## config.mk

```make
export PLATFORM = sky130hd
export DESIGN_NAME = bus_err_capture
export DESIGN_NICKNAME = d
export VERILOG_FILES = /design/src/rtl/bec_pkg.sv /design/src/rtl/bec_tracker.sv /design/src/rtl/bec_classify.sv /design/src/rtl/bec_capture.sv /design/src/rtl/bus_err_capture.sv
export SDC_FILE = /design/constraint.sdc
export NUM_CORES = 1
export LEC_CHECK = 0
export BUFFER_PORTS_ARGS = -buffer_cell sky130_fd_sc_hd__buf_2
export CORE_UTILIZATION = 49
export CTS_BUF_LIST = sky130_fd_sc_hd__clkbuf_8
export CTS_CLUSTER_SIZE = 28
export DETAILED_ROUTE_END_ITERATION = 6
export PLACE_DENSITY_LB_ADDON = 0.2
export SLEW_MARGIN = 5
export SYNTH_ARGS = -nofsm -noshare
export SYNTH_HDL_FRONTEND = slang
export SYNTH_SLANG_ARGS = --single-unit
```

## constraint.sdc

```tcl
create_clock -name clk_i -period 4 [get_ports clk_i]
set_input_delay 0.8 -clock clk_i [delete_from_list [all_inputs] [get_ports clk_i]]
set_output_delay 0.8 -clock clk_i [all_outputs]
set_load 0.02 [all_outputs]
```

## src/rtl/bec_pkg.sv

```systemverilog
package bec_pkg;
  typedef enum logic [1:0] {
    KIND_NONE      = 2'd0,
    KIND_SLAVE     = 2'd1,
    KIND_UNCLAIMED = 2'd2,
    KIND_TIMEOUT   = 2'd3
  } err_kind_e;
endpackage

```

## src/rtl/bec_tracker.sv

```systemverilog
module bec_tracker #(
  parameter int AW = 32,
  parameter int MW = 4,
  parameter int TW = 16
) (
  input  logic          clk_i,
  input  logic          rst_ni,
  input  logic          start_i,
  input  logic          hit_i,
  input  logic [AW-1:0] addr_i,
  input  logic          we_i,
  input  logic [MW-1:0] mid_i,
  input  logic          ready_i,
  input  logic          err_ack_i,
  input  logic [TW-1:0] tout_i,
  output logic          slv_evt_o,
  output logic          to_evt_o,
  output logic [AW-1:0] fl_addr_o,
  output logic          fl_we_o,
  output logic [MW-1:0] fl_mid_o
);
  localparam logic [TW-1:0] CntMax = '1;

  logic          busy_q;
  logic [TW-1:0] cnt_q;
  logic          at_limit;

  assign at_limit  = ((TW+1)'(cnt_q) + (TW+1)'(1)) == (TW+1)'(tout_i);
  assign slv_evt_o = busy_q && err_ack_i;
  assign to_evt_o  = busy_q && !ready_i && !err_ack_i && (tout_i != '0) && at_limit;

  always_ff @(posedge clk_i or negedge rst_ni) begin
    if (!rst_ni) begin
      busy_q    <= 1'b0;
      cnt_q     <= '0;
      fl_addr_o <= '0;
      fl_we_o   <= 1'b0;
      fl_mid_o  <= '0;
    end else if (start_i && hit_i) begin
      // new address phase replaces any outstanding one
      busy_q    <= 1'b1;
      cnt_q     <= '0;
      fl_addr_o <= addr_i;
      fl_we_o   <= we_i;
      fl_mid_o  <= mid_i;
    end else if (busy_q && (ready_i || err_ack_i || to_evt_o)) begin
      busy_q <= 1'b0;
    end else if (busy_q && cnt_q != CntMax) begin
      cnt_q <= cnt_q + 1'b1;
    end
  end
endmodule

```

## src/rtl/bec_classify.sv

```systemverilog
module bec_classify #(
  parameter int AW = 32,
  parameter int MW = 4
) (
  input  logic               slv_evt_i,
  input  logic               to_evt_i,
  input  logic               unc_evt_i,
  input  logic [AW-1:0]      fl_addr_i,
  input  logic               fl_we_i,
  input  logic [MW-1:0]      fl_mid_i,
  input  logic [AW-1:0]      addr_i,
  input  logic               we_i,
  input  logic [MW-1:0]      mid_i,
  output logic               any_o,
  output logic               multi_o,
  output bec_pkg::err_kind_e kind_o,
  output logic [AW-1:0]      addr_o,
  output logic               we_o,
  output logic [MW-1:0]      mid_o
);
  import bec_pkg::*;

  logic [1:0] n_err;
  assign n_err   = 2'(slv_evt_i) + 2'(to_evt_i) + 2'(unc_evt_i);
  assign any_o   = n_err != 2'd0;
  assign multi_o = n_err > 2'd1;

  always_comb begin
    kind_o = KIND_NONE;
    addr_o = fl_addr_i;
    we_o   = fl_we_i;
    mid_o  = fl_mid_i;
    if (slv_evt_i) begin
      kind_o = KIND_SLAVE;
    end else if (to_evt_i) begin
      kind_o = KIND_TIMEOUT;
    end else if (unc_evt_i) begin
      kind_o = KIND_UNCLAIMED;
      addr_o = addr_i;
      we_o   = we_i;
      mid_o  = mid_i;
    end
  end
endmodule

```

## src/rtl/bec_capture.sv

```systemverilog
module bec_capture #(
  parameter int AW = 32,
  parameter int DW = 32,
  parameter int MW = 4
) (
  input  logic               clk_i,
  input  logic               rst_ni,
  input  logic               any_i,
  input  logic               multi_i,
  input  bec_pkg::err_kind_e kind_i,
  input  logic [AW-1:0]      addr_i,
  input  logic [DW-1:0]      data_i,
  input  logic               we_i,
  input  logic [MW-1:0]      mid_i,
  input  logic               irq_en_i,
  input  logic               clear_i,
  output logic [AW-1:0]      cap_addr_o,
  output logic [DW-1:0]      cap_data_o,
  output logic               cap_we_o,
  output logic [MW-1:0]      cap_mid_o,
  output logic [1:0]         cap_kind_o,
  output logic               cap_valid_o,
  output logic               cap_ovf_o,
  output logic               irq_o
);
  logic held;
  assign held = cap_valid_o && !clear_i;

  always_ff @(posedge clk_i or negedge rst_ni) begin
    if (!rst_ni) begin
      cap_addr_o  <= '0;
      cap_data_o  <= '0;
      cap_we_o    <= 1'b0;
      cap_mid_o   <= '0;
      cap_kind_o  <= '0;
      cap_valid_o <= 1'b0;
      cap_ovf_o   <= 1'b0;
      irq_o       <= 1'b0;
    end else begin
      irq_o <= 1'b0;
      if (any_i && !held) begin
        cap_addr_o  <= addr_i;
        cap_data_o  <= data_i;
        cap_we_o    <= we_i;
        cap_mid_o   <= mid_i;
        cap_kind_o  <= kind_i;
        cap_valid_o <= 1'b1;
        cap_ovf_o   <= multi_i;
        irq_o       <= irq_en_i;
      end else if (clear_i) begin
        cap_valid_o <= 1'b0;
        cap_ovf_o   <= 1'b0;
      end else if (any_i) begin
        cap_ovf_o <= 1'b1;
      end
    end
  end
endmodule

```

## src/rtl/bus_err_capture.sv

```systemverilog
module bus_err_capture #(
  parameter int AW = 32,
  parameter int DW = 32,
  parameter int MW = 4,
  parameter int TW = 16
) (
  input  logic          clk_i,
  input  logic          rst_ni,
  input  logic          start_i,
  input  logic [AW-1:0] addr_i,
  input  logic [DW-1:0] data_i,
  input  logic          we_i,
  input  logic [MW-1:0] mid_i,
  input  logic          hit_i,
  input  logic          ready_i,
  input  logic          err_ack_i,
  input  logic [TW-1:0] tout_i,
  input  logic          irq_en_i,
  input  logic          clear_i,
  output logic [AW-1:0] cap_addr_o,
  output logic [DW-1:0] cap_data_o,
  output logic          cap_we_o,
  output logic [MW-1:0] cap_mid_o,
  output logic [1:0]    cap_kind_o,
  output logic          cap_valid_o,
  output logic          cap_ovf_o,
  output logic          irq_o
);
  logic               slv_evt, to_evt, unc_evt, err_any, err_multi;
  logic [AW-1:0]      fl_addr, sel_addr;
  logic               fl_we, sel_we;
  logic [MW-1:0]      fl_mid, sel_mid;
  bec_pkg::err_kind_e sel_kind;

  assign unc_evt = start_i && !hit_i;

  bec_tracker #(.AW(AW), .MW(MW), .TW(TW)) u_trk (
    .clk_i, .rst_ni, .start_i, .hit_i, .addr_i, .we_i, .mid_i,
    .ready_i, .err_ack_i, .tout_i,
    .slv_evt_o(slv_evt), .to_evt_o(to_evt),
    .fl_addr_o(fl_addr), .fl_we_o(fl_we), .fl_mid_o(fl_mid)
  );

  bec_classify #(.AW(AW), .MW(MW)) u_cls (
    .slv_evt_i(slv_evt), .to_evt_i(to_evt), .unc_evt_i(unc_evt),
    .fl_addr_i(fl_addr), .fl_we_i(fl_we), .fl_mid_i(fl_mid),
    .addr_i, .we_i, .mid_i,
    .any_o(err_any), .multi_o(err_multi), .kind_o(sel_kind),
    .addr_o(sel_addr), .we_o(sel_we), .mid_o(sel_mid)
  );

  bec_capture #(.AW(AW), .DW(DW), .MW(MW)) u_cap (
    .clk_i, .rst_ni,
    .any_i(err_any), .multi_i(err_multi), .kind_i(sel_kind),
    .addr_i(sel_addr), .data_i, .we_i(sel_we), .mid_i(sel_mid),
    .irq_en_i, .clear_i,
    .cap_addr_o, .cap_data_o, .cap_we_o, .cap_mid_o, .cap_kind_o,
    .cap_valid_o, .cap_ovf_o, .irq_o
  );
endmodule

```

==> results of run 1 <==
==> per-layer routing <==
metal,track usage [%],routed length (um),share of wire (%),vias to the layer above
met5,0,0,0,-
met4,9.437,221,1.3,0
met3,7.147,1417,8.5,20
met2,44.28,8035,48,253
met1,32.84,6955,42,2755
li1,-,-,-,2726
==> worst paths after layout <==
kind | slack [ns] | from | cells past startpoint | end
setup reg to reg | 0.22 | u_trk.cnt_q[1] | 13 | u_cap.cap_we_o
hold / removal | 0.47 | u_trk.fl_addr_o[13] | 2 | u_trk.fl_addr_o[13]
hold reg to reg | 0.47 | u_trk.fl_addr_o[13] | 2 | u_trk.fl_addr_o[13]
max in group asynchronous | 2.53 | rst_ni | 2 | u_cap.cap_data_o[20]
setup / recovery | 0.22 | u_trk.cnt_q[1] | 13 | u_cap.cap_we_o
min in group asynchronous | 0.49 | rst_ni | 1 | u_cap.cap_addr_o[15]
==> stage by stage <==
stage / area, um2 / total power [uW]
6_report: 7513 / 3816
5_1_grt: 7513 / 4016
4_1_cts: 7507 / 3844
3_5_place_dp: 7091 / 2683
3_3_place_gp: 7091 / 2646
2_1_floorplan: 6160 / 2265
==> synth_stat cells (2+ instances only) <==
| master | instances | share of area [%] |
|---|---|---|
| a21oi_1 | 55 | 4.5 |
| a31o_2 | 2 | 0.28 |
| a31oi_1 | 41 | 4.2 |
| and2_1 | 3 | 0.30 |
| and4_1 | 2 | 0.28 |
| buf_1 | 3 | 0.18 |
| buf_2 | 11 | 0.89 |
| buf_6 | 7 | 1.3 |
| clkbuf_1 | 34 | 2.1 |
| dfrtp_1 | 128 | 52 |
| inv_1 | 3 | 0.18 |
| mux2i_1 | 2 | 0.33 |
| nand2_1 | 222 | 14 |
| nand3_1 | 7 | 0.57 |
| nand4_1 | 8 | 0.81 |
| nand4b_1 | 5 | 0.71 |
| nor2_1 | 50 | 3.0 |
| nor2b_1 | 2 | 0.20 |
| nor3_1 | 6 | 0.49 |
| nor4_1 | 4 | 0.41 |
| o211ai_1 | 2 | 0.24 |
| o21a_1 | 3 | 0.37 |
| o21ai_0 | 32 | 2.6 |
| o21ai_1 | 12 | 0.98 |
| o22ai_1 | 2 | 0.20 |
| o31ai_1 | 8 | 0.98 |
| o41ai_1 | 4 | 0.57 |
| or4_1 | 8 | 0.98 |
| xnor2_1 | 13 | 1.8 |
| xor2_1 | 8 | 1.1 |
==> worst register-to-register path: cells and delay by family, from the launching register on <==
kind	cells	cell delay, ns
AOI/OAI and AO/OA	5	1.04
adders and majority gates	2	0.74
and+or+nand+nor	2	0.69
buffers and inverters	3	0.49
DFF	1	0.44
xor gates and xnor gates	1	0.29
==> state kept, by name, summed over array words and instances, names as in the netlist <==
name               cells
u_cap.cap_addr_o      32
u_trk.fl_addr_o       32
u_trk.fl_mid_o         4
u_cap.cap_mid_o        4
u_trk.busy_q           1
u_cap.cap_kind_o       2
u_cap.cap_data_o      32
u_cap.cap_valid_o      1
u_trk.fl_we_o          1
u_cap.cap_we_o         1
u_cap.irq_o            1
u_cap.cap_ovf_o        1
u_trk.cnt_q           16
==> cell usage in the layout (no fill, tap or decap), types with 5 or more instances in the layout <==
| cell type | count |
|---|---|
| a31oi_1 | 41 |
| nand4b_1 | 5 |
| inv_1 | 5 |
| nand3_1 | 7 |
| or4_1 | 8 |
| buf_2 | 165 |
| nor3_1 | 6 |
| nand2_1 | 222 |
| o21ai_0 | 32 |
| o31ai_1 | 8 |
| a21oi_1 | 55 |
| xor2_1 | 8 |
| nand4_1 | 8 |
| xnor2_1 | 13 |
| o21ai_1 | 11 |
| dfrtp_1 | 128 |
| clkbuf_8 | 20 |
| nor2_1 | 50 |
| buf_4 | 13 |
==> area by class of cell <==
| class | count | area [um2] |
|---|---|---|
| inverters | 4 | 15.01 |
| clock buffers | 20 | 275.3 |
| clock inverters | 12 | 141.4 |
| multi-input cells | 525 | 2685 |
| fillers | 1074 | 4598 |
| repair buffers | 181 | 983.4 |
| well taps | 168 | 210.2 |
| flip-flops and latches | 128 | 3203 |
==> power by group <==
group,switching (uW),internal (uW),total (uW)
sequential,130,1540,1670
combinational,646,339,985
clock,503,658,1160
total,1280,2540,3820
==> logic make-up (layout without fill, tap and decap cells) <==
group                      count (synthesis)  in the layout  share of synthesized area (%)
and+or+nand+nor                          327            327                          22.72
AOI/OAI and AO/OA                        172            172                          16.54
DFF                                      128            128                          52.03
buffers and inverters                     59            217                          4.675
xor gates and xnor gates                  21             21                          2.988
muxes                                      3              3                         0.5081
adders and majority gates                  2              2                         0.5284
==> repair_timing <==
action	in CTS	in global routing
hold buffers	0	0
resized for setup	0	2
setup endpoints to repair	0	40
hold endpoints to repair	0	0
==> summary.md, run 1 <==
| Metric | Value |
|---|---|
| Syn Nets | 807 |
| Area grow syn2layout | 22.05% |
| WP data required | about 4.4 ns |
| Critical-path top delay cell | or4_4 |
| Global route total overflow | 0 |
| Fin Hold WS | 0.4734 ns |
| Post-DP HPWL | 10770 um |
| Largest net degree at the start of global routing | 73 |
| Die area | 13020 um2 |
| Tcrit/Tclk final | 94.43% |
| Worst Skew | around 0.014 ns |
| Status | finished, final reports clean |
| Routability cong. | 0.9909 |
| Num ports | 167 |
| Most used cell, CP | a21oi_1 |
| Pins Over Slew Limit | 0 |
| Relative slew slack | 18.52% |
| Setup slack at placement | -0.05605 ns |
| Cell family with the largest share of critical-path delay | compound AO/OA/AOI/OAI gates |
| Syn Std Cell Area | between 6000 and 7000 um2 |
| Least-Margin Pin Slew | 1.219 ns |
| ANT cells | 0 |
| Core region area | 12110 um2 |
| Critical path arrival | 4.13 ns |
| Post-synth EDFFs | 0 |
| Routed WL | around 17000 um |
| Setup Crit Path Kind | reg2reg |
| Number of max-cap violations | 0 |
| IR drop worst, VDD | 0.0002393 V |
| Leakage | 0.003681 uW |
| Critical path endpoint category | flip-flop |
| First-pass GRT wire length | 26850 um |
| Vias in the first global route | 5516 |
| Setup bufs post-CTS | 0 |
| Share of layout cells above drive strength 1 | 25.98% |
| Syn Inst Count | 712 |
| Async SR Flop Fraction | 100.0% |
| DR vias | 5754 |
| Clock sinks | 128 |
| Tmin final | 3.777 ns |
| Avg Inst Size Synth | between 8 and 9 um2 |
| Initial DRC Count | 405 |
| Max Clock Freq | 0.2647 GHz |
| Row cnt | 40 |
| Buffers on Ports | 166 |
| Die Y | roughly 110 um |
| Worst path cell trace | ha_1 > buf_4 > xnor2_1 > a21oi_1 > a2111oi_2 > nand4_1 > or4_4 > inv_2 > fa_1 > o21ai_4 > buf_12 > a31oi_1 > a21oi_1 |
| Initial core utilization | 50.83% |
| #FFs+latches synth | 128 |
| Clock Latency Late Sink | 0.44 ns |
| Yosys warning count | 0 |
| # setup viols final | 0 |
| DR vias/cell | 5.543 |
| Routed WL per cell | between 15 and 20 um |
| DRC Markers | 0 |
| Initial antenna violation count | 0 |
| Final hold vios | 0 |
| CP Max Fanout | 39 |
| Pwr/cell area | 507.9 nW/um2 |
| Gr usage total | about a quarter |
| Die Width | 114.1 um |
| Buf/Inv on CP | 3 |
| Hold WC Path Type | reg2reg |
| Setup TNS | 0 ns |
| CP max stage delay | around 0.56 ns |
| First drt pass iteration count | 5 |
| Post-DRT Antenna Nets | 0 |
| Post-Route Utilization | 62.04% |
| Setup ws final | 0.2227 ns |
| RSZ-0062 raised after global routing | no |
| CTS Root Cell | clkbuf_8 |
| CTS tree | built |
| H-tree depth | 4 |
| Critical path startpoint category | flip-flop |
| Worst-path clk slew | 0.08 ns |
| Placed Instances | 1006 |
| Nets | 952 |
| Top_reg_cell synth | dfrtp_1 |
| Seq/Total Area, Yosys | between 50% and 60% |
| Distinct cell type count of the synthesized netlist | 55 |
| Max clock buf depth | 2 |
| CTS buffer count | 17 |
| Non-filler cells, final | 1038 |
Note: power is estimated with default switching activity, not from simulation.
==> run 2, diff against run 1 <==
BUFFER_PORTS_ARGS = -buffer_cell sky130_fd_sc_hd__buf_4   (was -buffer_cell sky130_fd_sc_hd__buf_2)
CORE_UTILIZATION = 40   (was 49)
==> summary.md, run 2 (synthesis results as in run 1) <==
| Metric | Value |
|---|---|
| Status | finished, final reports clean |
| Global route total overflow | 0 (unchanged) |
| Vias in the first global route | 5605 (+1.6%) |
| Setup slack at placement | 0.02050 ns (+0.07655 ns) |
| Sequential Power Share | 41.6% (-2.2 points) |
| Clock Latency Late Sink | 0.44 ns (about the same) |
| Max clock buf depth | 2 (unchanged) |
| Clock sinks | 128 (unchanged) |
| Tmin final | 3.722 ns (-0.05511 ns) |
| Leakage | 0.003815 uW (+3.6%) |
| Hold WC Path Type | in2async |
| Die area | 15890 um2 (+22%) |
| FILL cells | 1371 (+28%) |
| First-pass GRT wire length | 28350 um (+5.6%) |
| Setup bufs post-CTS | 0 (unchanged) |
| Regs by FF count | u_cap.cap_addr_o (32), u_cap.cap_data_o (32), u_trk.fl_addr_o (32) |
| Die Y | 126.1 um (+10%) |
| Core region area | 14750 um2 (+22%) |
| Max Clock Freq | 0.2687 GHz (+1.5%) |
| CP max stage delay | 0.58 ns (+0.02 ns) |
| Commonest non-fill, non-tap cell in the layout | nand2_1 |
| CTS Root Cell | clkbuf_8 |
| Pwr/cell area | 506.7 nW/um2 (-0.22%) |
| CTS tree | built |
| Total Power | 4046 uW (+6.0%) |
| Net Sw Frac | 32.52% (-0.99 points) |
| Nets | 952 (unchanged) |
| Power share of the clock group | 30.7% (+0.3 points) |
| FF/Latch Area | 3203 um2 (unchanged) |
| Pins Over Slew Limit | 0 (unchanged) |
| Logic pwr share | 27.7% (+1.9 points) |
| Setup TNS | 0 ns (unchanged) |
| Worst path cell trace | ha_4 > xor2_1 > a2111o_1 > a2111oi_0 > nand4_1 > or4_4 > inv_2 > fa_1 > o21ai_4 > buf_12 > a31oi_1 > a21oi_1 |
| First drt pass iteration count | 5 (unchanged) |
| Share of layout cells above drive strength 1 | 26.21% (+0.23 points) |
| Gr usage total | 22.41% (-4.0 points) |
| Multi-input combinational cell area | 2691 um2 (+0.23%) |
| Post-DP HPWL | 11450 um (+6.4%) |
| Tcrit/Tclk final | 93.05% (-1.4 points) |
| Initial DRC Count | 395 (-2.5%) |
| Worst Skew | 0.01012 ns (-0.003560 ns) |
| Switching pwr | 1316 uW (+2.9%) |
| Cell family with the largest share of critical-path delay | compound AO/OA/AOI/OAI gates |
| Critical path startpoint category | flip-flop |
| Critical path endpoint category | flip-flop |
| Relative slew slack | 35.52% (+17 points) |
| ANT cells | 0 (unchanged) |
| Crit path depth | 12 (-1) |
| Setup Crit Path Kind | reg2reg |
| Worst-path clk slew | 0.07 ns (about the same) |
| CTS buffer count | 17 (unchanged) |
| Area grow syn2layout | 29.72% |
| Critical-path top delay cell | or4_4 |
| Least-Margin Pin Slew | 0.9627 ns (-0.2566 ns) |
| WP data required | 4.36 ns (about the same) |
| Path depth of the worst reg2reg path | 12 (-1) |
| Num ports | 167 (unchanged) |
| DRC Markers | 0 (unchanged) |
| Internal power | 2730 uW (+7.6%) |
| Commonest non-fill, non-tap cells in the layout | nand2_1, buf_4, dfrtp_1, a21oi_1, nor2_1 |
| Hold_buf cts | 0 (unchanged) |
| H-tree depth | 4 (unchanged) |
| Largest net degree at the start of global routing | 68 (-6.8%) |
| CP Max Fanout | 37 (-5.1%) |
| Placed Area | 7523 um2 (+6.1%) |
| Buf/Inv on CP | 2 (-1) |
| Initial antenna violation count | 0 (unchanged) |
| Routed WL | 17480 um (+5.1%) |
| RSZ-0062 raised after global routing | no |
| Number of max-cap violations | 0 (unchanged) |
| # setup viols final | 0 (unchanged) |
| Initial core utilization | 41.72% (-9.1 points) |
| Die Width | 126.1 um (+10%) |
| Final Instance Area | 7985 um2 (+6.3%) |
| Final hold vios | 0 (unchanged) |
| Routability cong. | 0.8357 (-16%) |
| DR vias/cell | 5.491 (-0.94%) |
| Worst reg-to-reg setup slack | 0.28 ns (+0.06 ns) |
| Buffers on Ports | 166 (unchanged) |
| Setup ws final | 0.2778 ns (+0.05511 ns) |
| Post-DRT Antenna Nets | 0 (unchanged) |
| Routed WL per cell | 16.58 um (+3.5%) |
| Critical path arrival | 4.08 ns (-0.05 ns) |
| Row cnt | 44 (+10%) |
| DR vias | 5788 (+0.59%) |
| IR drop worst, VDD | 0.0003172 V (+33%) |
## run 2: worst paths after layout
check,startpoint,endpoint
setup / recovery,u_trk.cnt_q[1],u_cap.cap_addr_o[11]
hold / removal,rst_ni,u_cap.cap_addr_o[17]
setup reg to reg,u_trk.cnt_q[1],u_cap.cap_addr_o[11]
hold reg to reg,u_trk.fl_addr_o[6],u_trk.fl_addr_o[6]
max in group asynchronous,rst_ni,u_cap.cap_data_o[1]
min in group clk_i,u_trk.fl_addr_o[6],u_trk.fl_addr_o[6]
## run 2: area by class of cell
class                           instances  share of cell area (%)
Sequential cell                       128                   40.11
Clock buffer                           19                   3.275
Timing Repair Buffer                  181                   17.53
Clock inverter                         13                   2.303
Tap cell                              184                   2.883
Inverter                                4                  0.1880
Multi-Input combinational cell        525                   33.70
## run 2: power by group through the flow
stage | registers, uW | clock network (uW) | logic [uW]
6_report | 1680 | 1240 | 1120
5_1_grt | 1720 | 1320 | 1220
4_1_cts | 1690 | 1270 | 1130
3_5_place_dp | 1710 | 0 | 1130
3_3_place_gp | 1700 | 0 | 1110
2_1_floorplan | 1930 | 0 | 335
## run 2: metrics by stage
stage                     hold slack, ns  std cells  utilization, %
after global placement            0.4507       1022           50.99
after detailed placement          0.4562       1022           50.99
after global routing              0.4884       1054           54.12
after floorplan                   0.4393        712               -
after CTS                         0.4761       1054           54.01
final                             0.4724       1054           54.12
## run 2: what timing repair did
| action | 4_1_cts | 5_1_grt |
|---|---|---|
| gates resized for setup | 0 | 3 |
| hold endpoints to repair | 0 | 0 |
| setup endpoints to repair | 0 | 69 |
## run 2: worst register-to-register path, delay by kind of cell (launching register included)
| kind | cells | cell delay, ns |
|---|---|---|
| simple gates | 2 | 0.74 |
| compound gates | 5 | 1.23 |
| xor+xnor | 1 | 0.14 |
| buf+inv | 2 | 0.34 |
| flops | 1 | 0.46 |
| fa+ha+maj | 2 | 0.74 |
## run 2: per-layer routing
metal	GRT usage [%]	up-vias	wire, um
met3	5.268	22	1218
met1	28.67	2799	7636
met4	6.875	0	221
met2	37.60	243	8403
li1	-	2724	-
met5	0	-	0
==> run 3, diff against run 2 <==
ABC_AREA = 1   (was default)
==> summary.md, run 3 <==
| Metric | Value |
|---|---|
| Status | finished, final reports clean |
| Critical path startpoint category | flip-flop |
| Row cnt | 47 (+6.8%) |
| Fin Hold WS | 0.3496 ns (-0.1228 ns) |
| Syn Std Cell Area | 6932 um2 (+13%) |
| WP data required | 4.40 ns (+0.04 ns) |
| Worst reg-to-reg setup slack | 0.46 ns (+0.19 ns) |
| Buf/Inv on CP | 3 (+1) |
| CTS tree | built |
| Final Instance Area | 8821 um2 (+10%) |
| #FFs+latches synth | 128 (unchanged) |
| Buffers on Ports | 166 (unchanged) |
| Setup TNS | 0 ns (unchanged) |
| DR vias/cell | 4.836 (-12%) |
| Syn Inst Count | 1001 (+41%) |
| Distinct cell type count of the synthesized netlist | 26 (-53%) |
| DRC Markers | 0 (unchanged) |
| Post_cts resized | 0 (unchanged) |
| CP Launch Point | u_trk.cnt_q[0] |
| Largest family of logic cells by synthesized area | simple AND/OR/NAND/NOR gates |
| CP Max Fanout | 27 (-27%) |
| Regs by FF count | u_cap.cap_addr_o (32), u_cap.cap_data_o (32), u_trk.fl_addr_o (32) |
| Net Sw Frac | 34.34% (+1.8 points) |
| Total Power | 4134 uW (+2.2%) |
| Gr usage total | 22.55% (+0.14 points) |
| Multiplexer share of the synthesized area | 0% (-0.51 points) |
| Placed Area | 8402 um2 (+12%) |
| Critical path arrival | 3.93 ns (-0.15 ns) |
| Tcrit/Tclk final | 88.41% (-4.6 points) |
| Placed Instances | 1352 (+32%) |
| Worst-path clk slew | 0.08 ns (about the same) |
| Routed WL per cell | 13.78 um (-17%) |
| CP max stage delay | 0.43 ns (-0.15 ns) |
| Commonest non-fill, non-tap cell in the layout | nand2_1 |
| GRT busiest layer | met2 |
| Most used cell, CP | nand2_1 |
| Avg Inst Size Synth | 6.925 um2 (-20%) |
| FILL cells | 1656 (+21%) |
| First drt pass iteration count | 5 (unchanged) |
| Largest net degree at the start of global routing | 76 (+12%) |
| Post-DP HPWL | 12710 um (+11%) |
| First-pass GRT wire length | 31460 um (+11%) |
| IR drop worst, VDD | 0.0002565 V (-19%) |
| Worst Skew | 0.01476 ns (+0.004639 ns) |
| Top_reg_cell synth | dfrtp_1 |
| Area leader, netlist | dfrtp_1 |
| Leakage | 0.004833 uW (+27%) |
| Number of max-cap violations | 0 (unchanged) |
| Pins Over Slew Limit | 0 (unchanged) |
| Initial DRC Count | 467 (+18%) |
| Path depth of the worst reg2reg path | 20 (+8) |
| Switching pwr | 1419 uW (+7.9%) |
| Internal power | 2714 uW (-0.60%) |
| Reg-to-Reg End | u_cap.cap_addr_o[16] |
| Hold_buf cts | 0 (unchanged) |
| Num ports | 167 (unchanged) |
| Initial antenna violation count | 0 (unchanged) |
| Global route total overflow | 0 (unchanged) |
| CTS Root Cell | clkbuf_8 |
| Cell family with the largest share of critical-path delay | simple AND/OR/NAND/NOR gates |
| Die area | 17860 um2 (+12%) |
| Met1 GRT Util | 29.88% (+1.2 points) |
| Nets | 1246 (+31%) |
| Power share of the clock group | 28.9% (-1.8 points) |
| H-tree depth | 4 (unchanged) |
| CTS buffer count | 17 (unchanged) |
| Top cells by area, synth | dfrtp_1, nand2_1, nand3_1, inv_1, o21ai_0 |
| Core region area | 16760 um2 (+14%) |
| Seq/Total Area, Yosys | 46.21% (-5.8 points) |
| Clock sinks | 128 (unchanged) |
| Logic pwr share | 29.8% (+2.1 points) |
| Syn Nets | 1096 (+36%) |
| Max clock buf depth | 2 (unchanged) |
| Setup Crit Path Kind | reg2reg |
| Setup bufs post-CTS | 0 (unchanged) |
| Initial core utilization | 41.36% (-0.36 points) |
| Post-synth top cells | nand2_1, dfrtp_1, nand3_1 |
| DR vias | 6693 (+16%) |
| Hold WC Path Type | in2async |
| Post-Synth XOR/XNOR Area | 0.1264% (-2.9 points) |
| Reg2Reg Launch Point | u_trk.cnt_q[0] |
| Max Clock Freq | 0.2828 GHz (+5.2%) |
| Simple-Gate Fraction of Synth Area | 37.67% (+15 points) |
| # setup viols final | 0 (unchanged) |
| M3 GR Usage | 5.518% (+0.25 points) |
| Pwr/cell area | 468.6 nW/um2 (-7.5%) |
| Critical path endpoint category | flip-flop |
| Die Width | 133.6 um (+6.0%) |
| Compound-Gate Fraction of Synth Area | 6.191% (-10 points) |
| Die Y | 133.6 um (+6.0%) |
| Top-count cell post-synth | nand2_1 |
| Worst path cell trace | ha_1 > nand2_1 > nor2_4 > nand3_1 > nand2_1 > nand2_1 > nand2_1 > nand2_1 > nor2_1 > nand2_1 > nor2_2 > nand2_4 > inv_1 > fa_1 > nor2_1 > nor2_4 > inv_2 > buf_12 > nand2_1 > nand2_1 |
| Routability cong. | 0.9384 (+12%) |
| ANT cells | 0 (unchanged) |
| Final hold vios | 0 (unchanged) |
| Vias in the first global route | 6232 (+11%) |
| Post-DRT Antenna Nets | 0 (unchanged) |
| Post-Synth Adder-Cell Area | 0.4693% (-0.059 points) |
| Post-synth EDFFs | 0 (unchanged) |
| Relative slew slack | 45.36% (+9.8 points) |
| Area grow syn2layout | 27.26% |
| Share of layout cells above drive strength 1 | 19.07% (-7.1 points) |
| Routed WL | 19070 um (+9.1%) |
| Met2 usage | 35.71% (-1.9 points) |
| Clock Latency Late Sink | 0.46 ns (+0.02 ns) |
| Async SR Flop Fraction | 100.0% (unchanged) |
| Sequential Power Share | 41.3% (-0.3 points) |
| Yosys warning count | 0 (unchanged) |
| Non-filler cells, final | 1384 (+31%) |
| Least-Margin Pin Slew | 0.8166 ns (-0.1460 ns) |
| Commonest non-fill, non-tap cells in the layout | nand2_1, buf_4, dfrtp_1, nand3_1, inv_1 |
| RSZ-0062 raised after global routing | no |
| Critical-path top delay cell | fa_1 |
| Tmin final | 3.537 ns (-0.1856 ns) |
| Synth top area share | 46.21% (-5.8 points) |
run 3: cell types whose count changed after synthesis, sizes merged, moves of 11 or more:
cell   previous run  this run
inv               4       122
nand2           223       415
nand3             8       123
o21ai            44        79
xnor2            13         0
a21oi            55         4
nand4             8        21
a31oi            41         1
buf              21        10
run 3: cells by family after synthesis:
group | count (synthesis)
AO/OA/AOI/OAI | 85
XOR/XNOR | 1
adder cells (fa/ha/maj) | 2
buffers and inverters | 166
flip-flops | 128
AND/OR/NAND/NOR | 619
run 3: worst max-delay path by stage:
stage | endpoint | slack [ns] | cells after the start
6_report | u_cap.cap_addr_o[16] | 0.46 | 20
5_1_grt | u_cap.cap_addr_o[16] | 0.14 | 20
4_1_cts | u_cap.cap_addr_o[16] | 0.47 | 20
3_5_place_dp | u_cap.cap_addr_o[2] | 0.45 | 19
3_3_place_gp | u_cap.cap_mid_o[2] | 0.51 | 19
2_1_floorplan | u_cap.cap_addr_o[10] | 0.77 | 20
run 3: metal layers:
| metal | share of wire, % | wire, um |
|---|---|---|
| met1 | 45 | 8678 |
| met2 | 46 | 8852 |
| met3 | 5.8 | 1108 |
| met4 | 2.3 | 433 |
| met5 | 0 | 0 |
run 3: power groups by stage:
stage,sequential (uW),combinational [uW],clock (uW)
final,1710,1230,1200
after global routing,1740,1360,1290
after CTS,1710,1250,1220
after detailed placement,1730,1250,0
after global placement,1730,1230,0
after floorplan,1960,432,0
run 3: final cells by class:
type | instances | area (um2) | area share (%)
Clock inverter | 12 | 143.9 | 1.631
Clock buffer | 20 | 275.3 | 3.121
Tap cell | 220 | 275.3 | 3.121
Inverter | 123 | 461.7 | 5.234
Sequential cell | 128 | 3203 | 36.31
Multi-Input combinational cell | 707 | 3102 | 35.16
Timing Repair Buffer | 174 | 1360 | 15.42
run 3: per-stage QoR:
| stage | worst slack, ns | util, % |
|---|---|---|
| 2_1_floorplan | 0.7655 | - |
| 3_3_place_gp | 0.5068 | 50.13 |
| 3_5_place_dp | 0.4530 | 50.13 |
| 4_1_cts | 0.4717 | 52.63 |
| 5_1_grt | 0.1433 | 52.63 |
| 6_report | 0.4634 | 52.63 |
run 3: worst reg2reg max path: cells and delay by family (launching register included):
family,cells,cell delay [ns]
AND/OR/NAND/NOR,15,1.71
flip-flops,1,0.42
buffers and inverters,3,0.66
adder cells (fa/ha/maj),2,0.67
